<file path="src/rtl/ext_irq_grouper.sv">
module ext_irq_grouper #(
  parameter int LINES = 28,
  parameter int DW    = 32,
  parameter int AW    = 2
) (
  input  logic             clk,
  input  logic             rst_n,
  input  logic [LINES-1:0] irq_in,
  input  logic             bus_wr,
  input  logic [AW-1:0]    bus_addr,
  input  logic [DW-1:0]    bus_wdata,
  output logic [DW-1:0]    bus_rdata,
  output logic [3:0]       grp_irq
);
  localparam int FIELDS = (LINES + 1) / 2;
  localparam int LO_F   = 8;
  localparam int HI_TOP = 4 * (FIELDS - LO_F);
  localparam int G1 = 4, G2 = 12, G3 = 20;
  localparam logic [AW-1:0] A_CFG0 = AW'(0);
  localparam logic [AW-1:0] A_CFG1 = AW'(1);
  localparam logic [AW-1:0] A_MASK = AW'(2);
  localparam logic [AW-1:0] A_PEND = AW'(3);

  logic [LINES-1:0] s1, s2, s3, mask_q, pend_q, trig, clr, act;
  logic [2:0]       cfg [FIELDS];
  logic [DW-1:0]    cfg0_v, cfg1_v;
  logic             unused_ok;

  function automatic logic hit(input logic [2:0] f, input logic cur, input logic prv);
    if (f == 3'b000)       return !cur;
    else if (f == 3'b001)  return cur;
    else if (f[2:1] == 2'b01) return prv & !cur;
    else if (f[2:1] == 2'b10) return !prv & cur;
    else                   return prv ^ cur;
  endfunction

  always_ff @(posedge clk or negedge rst_n)
    if (!rst_n) {s1, s2, s3} <= '0;
    else        {s1, s2, s3} <= {irq_in, s1, s2};

  for (genvar k = 0; k < FIELDS; k++) begin : g_fld
    if (k < LO_F) begin : g_lo
      always_ff @(posedge clk or negedge rst_n)
        if (!rst_n) cfg[k] <= '0;
        else if (bus_wr && bus_addr == A_CFG0) cfg[k] <= bus_wdata[4*k +: 3];
      assign cfg0_v[4*k +: 4] = {1'b0, cfg[k]};
    end else begin : g_hi
      always_ff @(posedge clk or negedge rst_n)
        if (!rst_n) cfg[k] <= '0;
        else if (bus_wr && bus_addr == A_CFG1) cfg[k] <= bus_wdata[4*(k-LO_F) +: 3];
      assign cfg1_v[4*(k-LO_F) +: 4] = {1'b0, cfg[k]};
    end
  end
  assign cfg1_v[DW-1:HI_TOP] = '0;

  for (genvar n = 0; n < LINES; n++) begin : g_line
    assign trig[n] = hit(cfg[n/2], s2[n], s3[n]);
    AST_TRIG_SETS_PEND: assert property (@(posedge clk) disable iff (!rst_n)
      trig[n] |=> pend_q[n]);
    AST_PEND_ONLY_W1C: assert property (@(posedge clk) disable iff (!rst_n)
      $fell(pend_q[n]) |-> $past(bus_wr && bus_addr == A_PEND && bus_wdata[n]));
  end

  assign clr = (bus_wr && bus_addr == A_PEND) ? bus_wdata[LINES-1:0] : '0;

  always_ff @(posedge clk or negedge rst_n)
    if (!rst_n) begin
      mask_q <= '1;
      pend_q <= '0;
    end else begin
      if (bus_wr && bus_addr == A_MASK) mask_q <= bus_wdata[LINES-1:0];
      pend_q <= (pend_q & ~clr) | trig;
    end

  assign act = pend_q & ~mask_q;
  assign grp_irq = {|act[LINES-1:G3], |act[G3-1:G2], |act[G2-1:G1], |act[G1-1:0]};

  always_comb
    case (bus_addr)
      A_CFG0:  bus_rdata = cfg0_v;
      A_CFG1:  bus_rdata = cfg1_v;
      A_MASK:  bus_rdata = {{(DW-LINES){1'b0}}, mask_q};
      default: bus_rdata = {{(DW-LINES){1'b0}}, pend_q};
    endcase

  assign unused_ok = ^bus_wdata[DW-1:LINES];

  AST_MASK_WRITE_ONLY: assert property (@(posedge clk) disable iff (!rst_n)
    !$past(bus_wr && bus_addr == A_MASK) |-> $stable(mask_q));
  AST_GRP_QUIET: assert property (@(posedge clk) disable iff (!rst_n)
    (pend_q == '0) |-> (grp_irq == 4'b0));
  AST_CFG1_TOP_ZERO: assert property (@(posedge clk) disable iff (!rst_n)
    (bus_addr == A_CFG1) |-> (bus_rdata[DW-1:HI_TOP] == '0));
endmodule

</file>
<file path="config.mk">
export PLATFORM = sky130hd
export DESIGN_NAME = ext_irq_grouper
export DESIGN_NICKNAME = d
export VERILOG_FILES = /design/src/rtl/ext_irq_grouper.sv
export SDC_FILE = /design/constraint.sdc
export NUM_CORES = 1
export LEC_CHECK = 0
export ABC_AREA = 1
export CAP_MARGIN = 10
export CORE_ASPECT_RATIO = 1.25
export CORE_UTILIZATION = 45
export CTS_CLUSTER_SIZE = 12
export DETAILED_ROUTE_END_ITERATION = 8
export GPL_TIMING_DRIVEN = 0
export PLACE_DENSITY = 0.74
export SLEW_MARGIN = 5
export SYNTH_ARGS = -nofsm -noshare
export SYNTH_HDL_FRONTEND = slang
export SYNTH_SLANG_ARGS = --single-unit
</file>
<file path="constraint.sdc">
create_clock -name clk -period 1.59 [get_ports clk]
set_input_delay 0.318 -clock clk [delete_from_list [all_inputs] [get_ports clk]]
set_output_delay 0.318 -clock clk [all_outputs]
set_load 0.005 [all_outputs]
</file>
* Word level (Yosys, flattened, before mapping)
Cells that the tools add are included.
** Cells by class
- $add $sub $neg :: 0
- Multiply operators :: 0
- Div/mod/pow operators :: 0
- Magnitude comparators :: 0
- Equal/unequal tests :: 45
- Shift operators :: 0
- Muxes and demuxes :: 114
- Bitwise operators :: 89
- Reductions and logical operators :: 79
** Operators by type and width (count)
- $mux W1 :: 112
- $pmux W31 S3 :: 1
- $and A1 B1 Y1 :: 56
- $and A28 B28 Y28 :: 2
- $logic_not A1 Y1 :: 56
- $not A28 Y28 :: 2
- $eq A3 B1 Y1 const B :: 14
- $logic_not A3 Y1 :: 14
- $eq A2 B2 Y1 const B :: 16
- $eq A2 B1 Y1 const B :: 15
- $mux W28 :: 1
- $or A28 B28 Y28 :: 1
- $xor A1 B1 Y1 :: 28
- $reduce_or A8 Y1 :: 3
- $logic_and A1 B1 Y1 :: 4
- $reduce_or A4 Y1 :: 1
- $logic_not A2 Y1 :: 1
** Storage, ports and cells
- Register bits :: 182
- Latch bits :: 0
- Bits in writable memories :: 0
- ROM bits :: 0
- Output and inout port bits :: 36
- Word-level logic and storage cells :: 346
- Memories kept :: 0

* Longest topological paths before layout
Gate-level depths: netlist of run 1.
- Depth after elaboration :: 7
- Depth in mapped cells :: 8
- Depth with buffers taken out :: 8

* Least setup slack after synthesis of run 1
No wires, ideal clock.
- Path type :: input-to-output
- Start point :: in bus_addr[0]
- End point :: out bus_rdata[10]
- Arrival :: 0.967 ns
- Slack :: 0.305 ns
- Cell stages on the path :: 5
- Cells stage by stage :: inv_2 nor2_4 clkbuf_1 nand2_1 nand4_1
** Between the ends
- Word-level cells in the longest chain between the ends :: 2
- Elaborated cells between the ends (all ways) :: 4
- Classes of those cells :: eq/ne: 2; mux: 1; reduce/logical: 1
** RTL lines
- start, declared :: line 10 : input logic [AW-1:0] bus_addr,
- $eq A2 B2 Y1, or another cell as far along :: line 79 : case (bus_addr)
- $pmux W31 S3 (*) :: line 79
- end, declared :: line 12 : output logic [DW-1:0] bus_rdata,
Every way passes the cells marked *; elsewhere a longest branch is shown, timed or not.

* Worst setup path in the final report of run 1
- Start point :: reg mask_q[17]
- End point :: out grp_irq[2]
** Between the ends
- Word-level cells in the longest chain between the ends :: 3
** RTL lines
- start, declared :: line 24 : logic [LINES-1:0] s1, s2, s3, mask_q, pend_q, trig, clr, act;
- start signal, assigned :: line 71 : if (bus_wr && bus_addr == A_MASK) mask_q <= bus_wdata[LINES-1:0];
- $not A28 Y28 :: line 75 : assign act = pend_q & ~mask_q;
- $and A28 B28 Y28 :: line 75
- $reduce_or A8 Y1 :: line 76 : assign grp_irq = {|act[LINES-1:G3], |act[G3-1:G2], |act[G2-1:G1], |act[G1-1:0]};
- end, declared :: line 13 : output logic [3:0] grp_irq
No other way between the ends.

==> results of run 1 <==
==> per-layer routing <==
| metal | wire length, µm | up-vias | track usage, % | share of wire (%) |
|---|---|---|---|---|
| met3 | 1658 | 70 | 4.435 | 6.6 |
| met5 | 0 | - | 0 | 0 |
| li1 | - | 3888 | - | - |
| met2 | 12700 | 333 | 42.82 | 50 |
| met1 | 9813 | 3901 | 29.93 | 39 |
| met4 | 1040 | 0 | 13.90 | 4.1 |
==> area by class of cell <==
class | count | area, µm²
Fill cell | 1798 | 8327
Sequential cell | 182 | 4618
Tap cell | 270 | 337.8
Multi-Input combinational cell | 702 | 3880
Buffer | 24 | 198.9
Timing Repair Buffer | 156 | 1410
Inverter | 216 | 819.5
Clock inverter | 12 | 126.4
Clock buffer | 20 | 456.7
==> cell families after synthesis <==
| group | synth area share (%) |
|---|---|
| compound gates | 9.543 |
| fa+ha+maj | 7.558 |
| buf+inv | 10.95 |
| flops | 49.51 |
| other cells | 0.04045 |
| simple gates | 22.41 |
==> cell usage in the layout, fill, tap and decap left out, types with 12 or more instances in the layout <==
cell | netlist | routed
buf_6 | 5 | 21
dfrtp_2 | 0 | 23
nor2_1 | 42 | 40
nand3_1 | 97 | 97
a21oi_1 | 14 | 13
dfrtp_1 | 154 | 131
o21ai_2 | 20 | 24
buf_4 | 2 | 40
inv_1 | 214 | 202
clkbuf_16 | 0 | 17
o21ai_0 | 89 | 81
dfstp_2 | 28 | 28
nand3b_1 | 12 | 12
clkdlybuf4s50_1 | 0 | 60
buf_2 | 9 | 36
ha_1 | 56 | 56
nand2_1 | 319 | 299
nand4_1 | 13 | 13
nand2_2 | 3 | 21
==> stage by stage <==
stage                     cells  worst slack, ns  total power [mW]  setup TNS [ns]
after floorplan            1139           0.3046             7.150               0
after global placement     1507           -7.311             8.123        -1331.28
after detailed placement   1508           -1.270             8.224          -71.91
after CTS                  1573          -0.2900             12.67          -2.283
after global routing       1582          -0.3542             13.41          -3.166
final                      1582          -0.3157             12.75          -2.118
==> repair_timing <==
item,CTS,global route
pin swaps,25,10
endpoints found under the hold margin,65,0
cloned,2,0
setup endpoints to repair,55,51
hold buffers,1,0
gates resized for setup,247,38
buffers inserted,45,13
==> power by group <==
part           internal, mW  switching, mW  total [mW]
Sequential             5.22          0.492        5.71
Combinational          1.24           1.62        2.86
Clock                  2.39           1.79        4.18
==> sequential cells by signal (all words and copies together), names as in the netlist <==
| signal | cells |
|---|---|
| cfg | 42 |
| mask_q | 28 |
| pend_q | 28 |
| s1 | 28 |
| s2 | 28 |
| s3 | 28 |
==> final timing paths <==
| kind | startpoint | to | slack [ns] | cells after the start |
|---|---|---|---|---|
| setup / recovery | mask_q[17]$_DFFE_PN1P_ | grp_irq[2] | -0.32 | 6 |
| hold / removal | irq_in[3] | s1[3]$_DFF_PN0_ | 0.32 | 1 |
| setup reg to reg | s2[21]$_DFF_PN0_ | pend_q[21]$_DFF_PN0_ | 0.33 | 7 |
| hold reg to reg | s1[17]$_DFF_PN0_ | s2[17]$_DFF_PN0_ | 0.34 | 0 |
| max in group asynchronous | rst_n | cfg[10]$_DFFE_PN0P_ | 0.15 | 3 |
| min in group asynchronous | rst_n | s1[16]$_DFF_PN0_ | 0.42 | 2 |
==> flow_summary.yaml, run 1 <==
clock_tree:
  clk_path_buf_depth: 2
  cts.sinks: 182
  cts_inserted_buffers: 17
  cts-root-buf: "clkbuf_16"
  clk_pin_slew_ns: 0.07
  clk_latency_ns: 0.44
  cts_tree: "yes"
  h-tree-depth: 4
timing:
  period_share_pct: 119.9
  fin_crit_ns: 1.906
  clock.fmax_mhz: 524.7
  setup_slack_ns: -0.3157
  tightest_slew_ns: 0.7092
  relSlewSlack_pct: 52.72
  slew_viol_final: 0
  whs_ns: 0.3159
  rsz0062_at_grt: "yes"
  clock-skew-final_ns: 0.008437
  finalHoldViolCount: 0
  setup_violations: 27
yosys:
  synth_area_um2: 9270
  synth_edf_count: 0
  ys.flop_type: "dfrtp_1"
  ys_async_sr_fraction_pct: 100.0
  synthTopCellsByCount: "nand2_1 (319), inv_1 (214), dfrtp_1 (154)"
  yosysWarnings: 0
  ys_ff_latch: 182
  synth_top_area_share_pct: 41.57
  seq_area_frac_synth_pct: 49.51
  synth.avg_cell_area_um2: 8.139
  yosysMostFrequentCell: "nand2_1"
  synth_nets: 1260
  ys_types: 27
  synth_area_leader_cell: "dfrtp_1"
  synthCells: 1139
  synth.area.top_cells: "dfrtp_1 (42%), nand2_1 (13%), inv_1 (8.7%)"
power:
  p_leak_nw: 6.099
  max-vdd-ir-drop_mv: 0.6967
  p_per_area_nw_per_um2: 1076
worst_setup_path:
  critical_path_class: "register to output port"
  cp-start-kind: "register"
  critical_path_required_ns: 1.27
  cpMaxStageDelayCell: "dfstp_2"
  crit_family: "flip-flops"
  max_stage_delay_ns: 0.54
  path_max_fanout: 2
  worstPathCellList: "inv_2, nand2_2, o21ai_1, nor2_1, nand2_1, buf_2"
  end_kind: "output port"
  crit_arrival_ns: 1.59
  crit_buf_inv: 2
route:
  dr.pass1.iters: 7
  routedWlPerCell_um: 15.93
  drtAntennaViolNets: 0
  drt-initial-drc-count: 718
  num_vias: 8192
  drc: 0
  viasPerCell: 5.178
  routed_wl_um: 25210
place:
  placedInstanceArea_um2: 10620
  gp_congestion: 0.9222
  hpwl_um: 17200
  port_buffers: 98
final_layout:
  final_nets: 1420
  drive_gt1_share_pct: 21.27
  design_area_um2: 11850
  diodes: 0
  synthToLayoutAreaGrowth_pct: 27.80
  postLayoutCoreUtil_pct: 58.73
grt:
  grt_pass1_wl_um: 40210
  grt_max_degree: 118
  grt_antenna_before_repair: 0
  grt_pass1_vias: 8178
  grt_usage_pct: 25.18
  overflow: 0
run_status:
  run_status: "complete, but fails checks"
  violations: "negative setup slack"
die:
  pin_count: 101
  die_area_um2: 21180
  core_region_area_um2: 20170
  die_w_um: 130.4
  num_rows: 58
  die_y_um: 162.5
  start_util_pct: 45.95
run:
  cap_violations: 0
worst_hold_path:
  hp-class: "input pin to register"
Power figures use the tool's default switching activity.
==> inputs of run 2 (changes only) <==
--- a/config.mk
+++ b/config.mk
@@ -7,7 +7,7 @@
 export LEC_CHECK = 0
 export ABC_AREA = 1
 export CAP_MARGIN = 10
-export CORE_ASPECT_RATIO = 1.25
+export CORE_ASPECT_RATIO = 0.75
 export CORE_UTILIZATION = 45
 export CTS_CLUSTER_SIZE = 12
 export DETAILED_ROUTE_END_ITERATION = 8
==> constraint.sdc (replaced) <==
create_clock -name clk -period 1.8 [get_ports clk]
set_input_delay 0.36 -clock clk [delete_from_list [all_inputs] [get_ports clk]]
set_output_delay 0.36 -clock clk [all_outputs]
set_load 0.005 [all_outputs]
==> run 2 against run 1 <==
Net effect:
- die area about the same
- largest power group unchanged
- worst setup slack improved by 0.29 ns
- first-iteration DRC count is 7.9% higher
- sequential share of layout area increased by 0.95 points
- highest routed layer unchanged
- the flow finishes with violations (negative hold slack, negative setup slack)
- critical path type unchanged
- critical endpoint unchanged
- clock power decreased by 10%
- largest cell class unchanged
- flip-flop and latch count unchanged
==> flow_summary.yaml, run 2 (synthesis gave the netlist of run 1 again) <==
route:
  dr.pass1.iters: 6
  drt-initial-drc-count: 775
  routedWlPerCell_um: 16.13
  num_vias: 8018
  drc: 0
  viasPerCell: 5.166
  routed_wl_um: 25030
  drtAntennaViolNets: 0
final_layout:
  largest_reg_flops: 42
  diodes: 0
  top_register: "cfg"
  layout_common_cells: "nand2_1 (315), inv_1 (209), dfrtp_1 (144)"
  drive_gt1_share_pct: 16.46
  postLayoutCoreUtil_pct: 57.02
  final_nets: 1402
  num-fill-cells: 1764
  regArea_um2: 4602
  synthToLayoutAreaGrowth_pct: 24.34
  layout.cells.most_common: "nand2_1"
  multiInputGateArea_um2: 3814
clock_tree:
  cts-root-buf: "clkbuf_16"
  clk_latency_ns: 0.45
  h-tree-depth: 4
  cts.sinks: 182
  clk_pin_slew_ns: 0.07
  cts_hold_buf: 0
  cts_tree: "yes"
  cts_inserted_buffers: 17
  clk_path_buf_depth: 2
grt:
  grt_usage_pct: 25.15
  grt_pass1_wl_um: 40390
  grt_pass1_vias: 7665
  grt_max_degree: 113
  overflow: 0
  grt_antenna_before_repair: 0
power:
  p_per_area_nw_per_um2: 966.1
  max-vdd-ir-drop_mv: 0.7075
  p_leak_nw: 5.968
worst_setup_path:
  crit_arrival_ns: 1.47
  critical_path_class: "register to output port"
  path_max_fanout: 2
  end_kind: "output port"
  cp-start-kind: "register"
  critical_path_required_ns: 1.44
timing:
  fin_crit_ns: 1.828
  finalHoldViolCount: 21
  tightest_slew_ns: 0.8747
  slew_viol_final: 0
  whs_ns: -0.04154
  clock.fmax_mhz: 547.1
  setup_slack_ns: -0.02781
  setup_violations: 3
  rsz0062_at_grt: "yes"
  clock-skew-final_ns: 0.008701
  relSlewSlack_pct: 41.68
  period_share_pct: 101.5
worst_hold_path:
  hp-class: "input pin to asynchronous set/reset pin"
run:
  cap_violations: 0
run_status:
  run_status: "complete, but fails checks"
  violations: "negative hold slack, negative setup slack"
die:
  pin_count: 101
  num_rows: 45
  core_region_area_um2: 20210
  die_w_um: 167.7
  die_y_um: 126.3
  die_area_um2: 21180
  start_util_pct: 45.86
place:
  port_buffers: 98
  gp_congestion: 0.8900
  hpwl_um: 17500
-- run 2: cell count changes in the layout (fill, tap and decap cells not counted), moves of 9 or more --
cell / change
buf_2: -9
buf_6: -9
dfrtp_1: +13
dfrtp_2: -13
nand2_1: +16
nand2_2: -15
-- run 2: timing repair --
item / 4_1_cts / 5_1_grt
setup endpoints to repair: 37 / 23
pin swaps: 24 / 9
resized for setup: 184 / 28
cloned: 1 / 0
buffers inserted: 34 / 4
-- run 2: where the power goes --
group          internal (mW)  leakage, nW  switching [mW]  total, mW
sequential              4.60         2.04           0.442       5.04
clock                   2.09        0.277            1.66       3.75
combinational          0.979         3.65            1.37       2.35
-- run 2: worst max-delay path, cell delays in order (launching register included) --
cell     delay (ns)
dfstp_2        0.54
inv_2          0.05
nand2_2        0.06
o21ai_1        0.06
nor2_1         0.10
nand2_1        0.08
buf_2          0.13
-- run 2: cell type report --
type                            instances  area share, %
Inverter                              216          7.132
Timing Repair Buffer                  138          10.27
Multi-Input combinational cell        702          33.09
Clock inverter                         10          1.064
Sequential cell                       182          39.93
Buffer                                 24          1.780
Clock buffer                           22          3.941
Tap cell                              258          2.801
-- run 2: routing by layer --
| layer | GRT usage (%) | vias up | share of wire (%) |
|---|---|---|---|
| li1 | - | 3859 | - |
| met5 | 0 | - | 0 |
| met1 | 34.19 | 3757 | 44 |
| met4 | 11.33 | 0 | 3.5 |
| met3 | 6.240 | 63 | 8.4 |
| met2 | 38.16 | 339 | 44 |
-- run 2: path summary, 6_finish.rpt --
kind / startpoint / end / slack (ns) / depth (start not counted)
setup / recovery: mask_q[16]$_DFFE_PN1P_ / grp_irq[2] / -0.03 / 6
hold / removal: rst_n / s1[21]$_DFF_PN0_ / -0.04 / 1
setup reg to reg: s2[21]$_DFF_PN0_ / pend_q[21]$_DFF_PN0_ / 0.50 / 7
hold reg to reg: s1[14]$_DFF_PN0_ / s2[14]$_DFF_PN0_ / 0.35 / 0
max in group asynchronous: rst_n / mask_q[26]$_DFFE_PN1P_ / 0.98 / 2
min in group clk: irq_in[2] / s1[2]$_DFF_PN0_ / 0.34 / 1
-- run 2: per-stage QoR --
step / setup TNS, ns / setup slack, ns / cells / cell area, µm² / total power [mW]
after floorplan: 0 / 0.4306 / 1139 / 9270 / 6.316
after global placement: -1282.74 / -7.160 / 1495 / 10570 / 7.180
after detailed placement: -51.94 / -1.122 / 1496 / 10610 / 7.265
after CTS: -0.1538 / -0.05502 / 1548 / 11480 / 11.09
after global routing: -0.1692 / -0.07344 / 1552 / 11530 / 11.71
final: -0.06075 / -0.02781 / 1552 / 11530 / 11.14
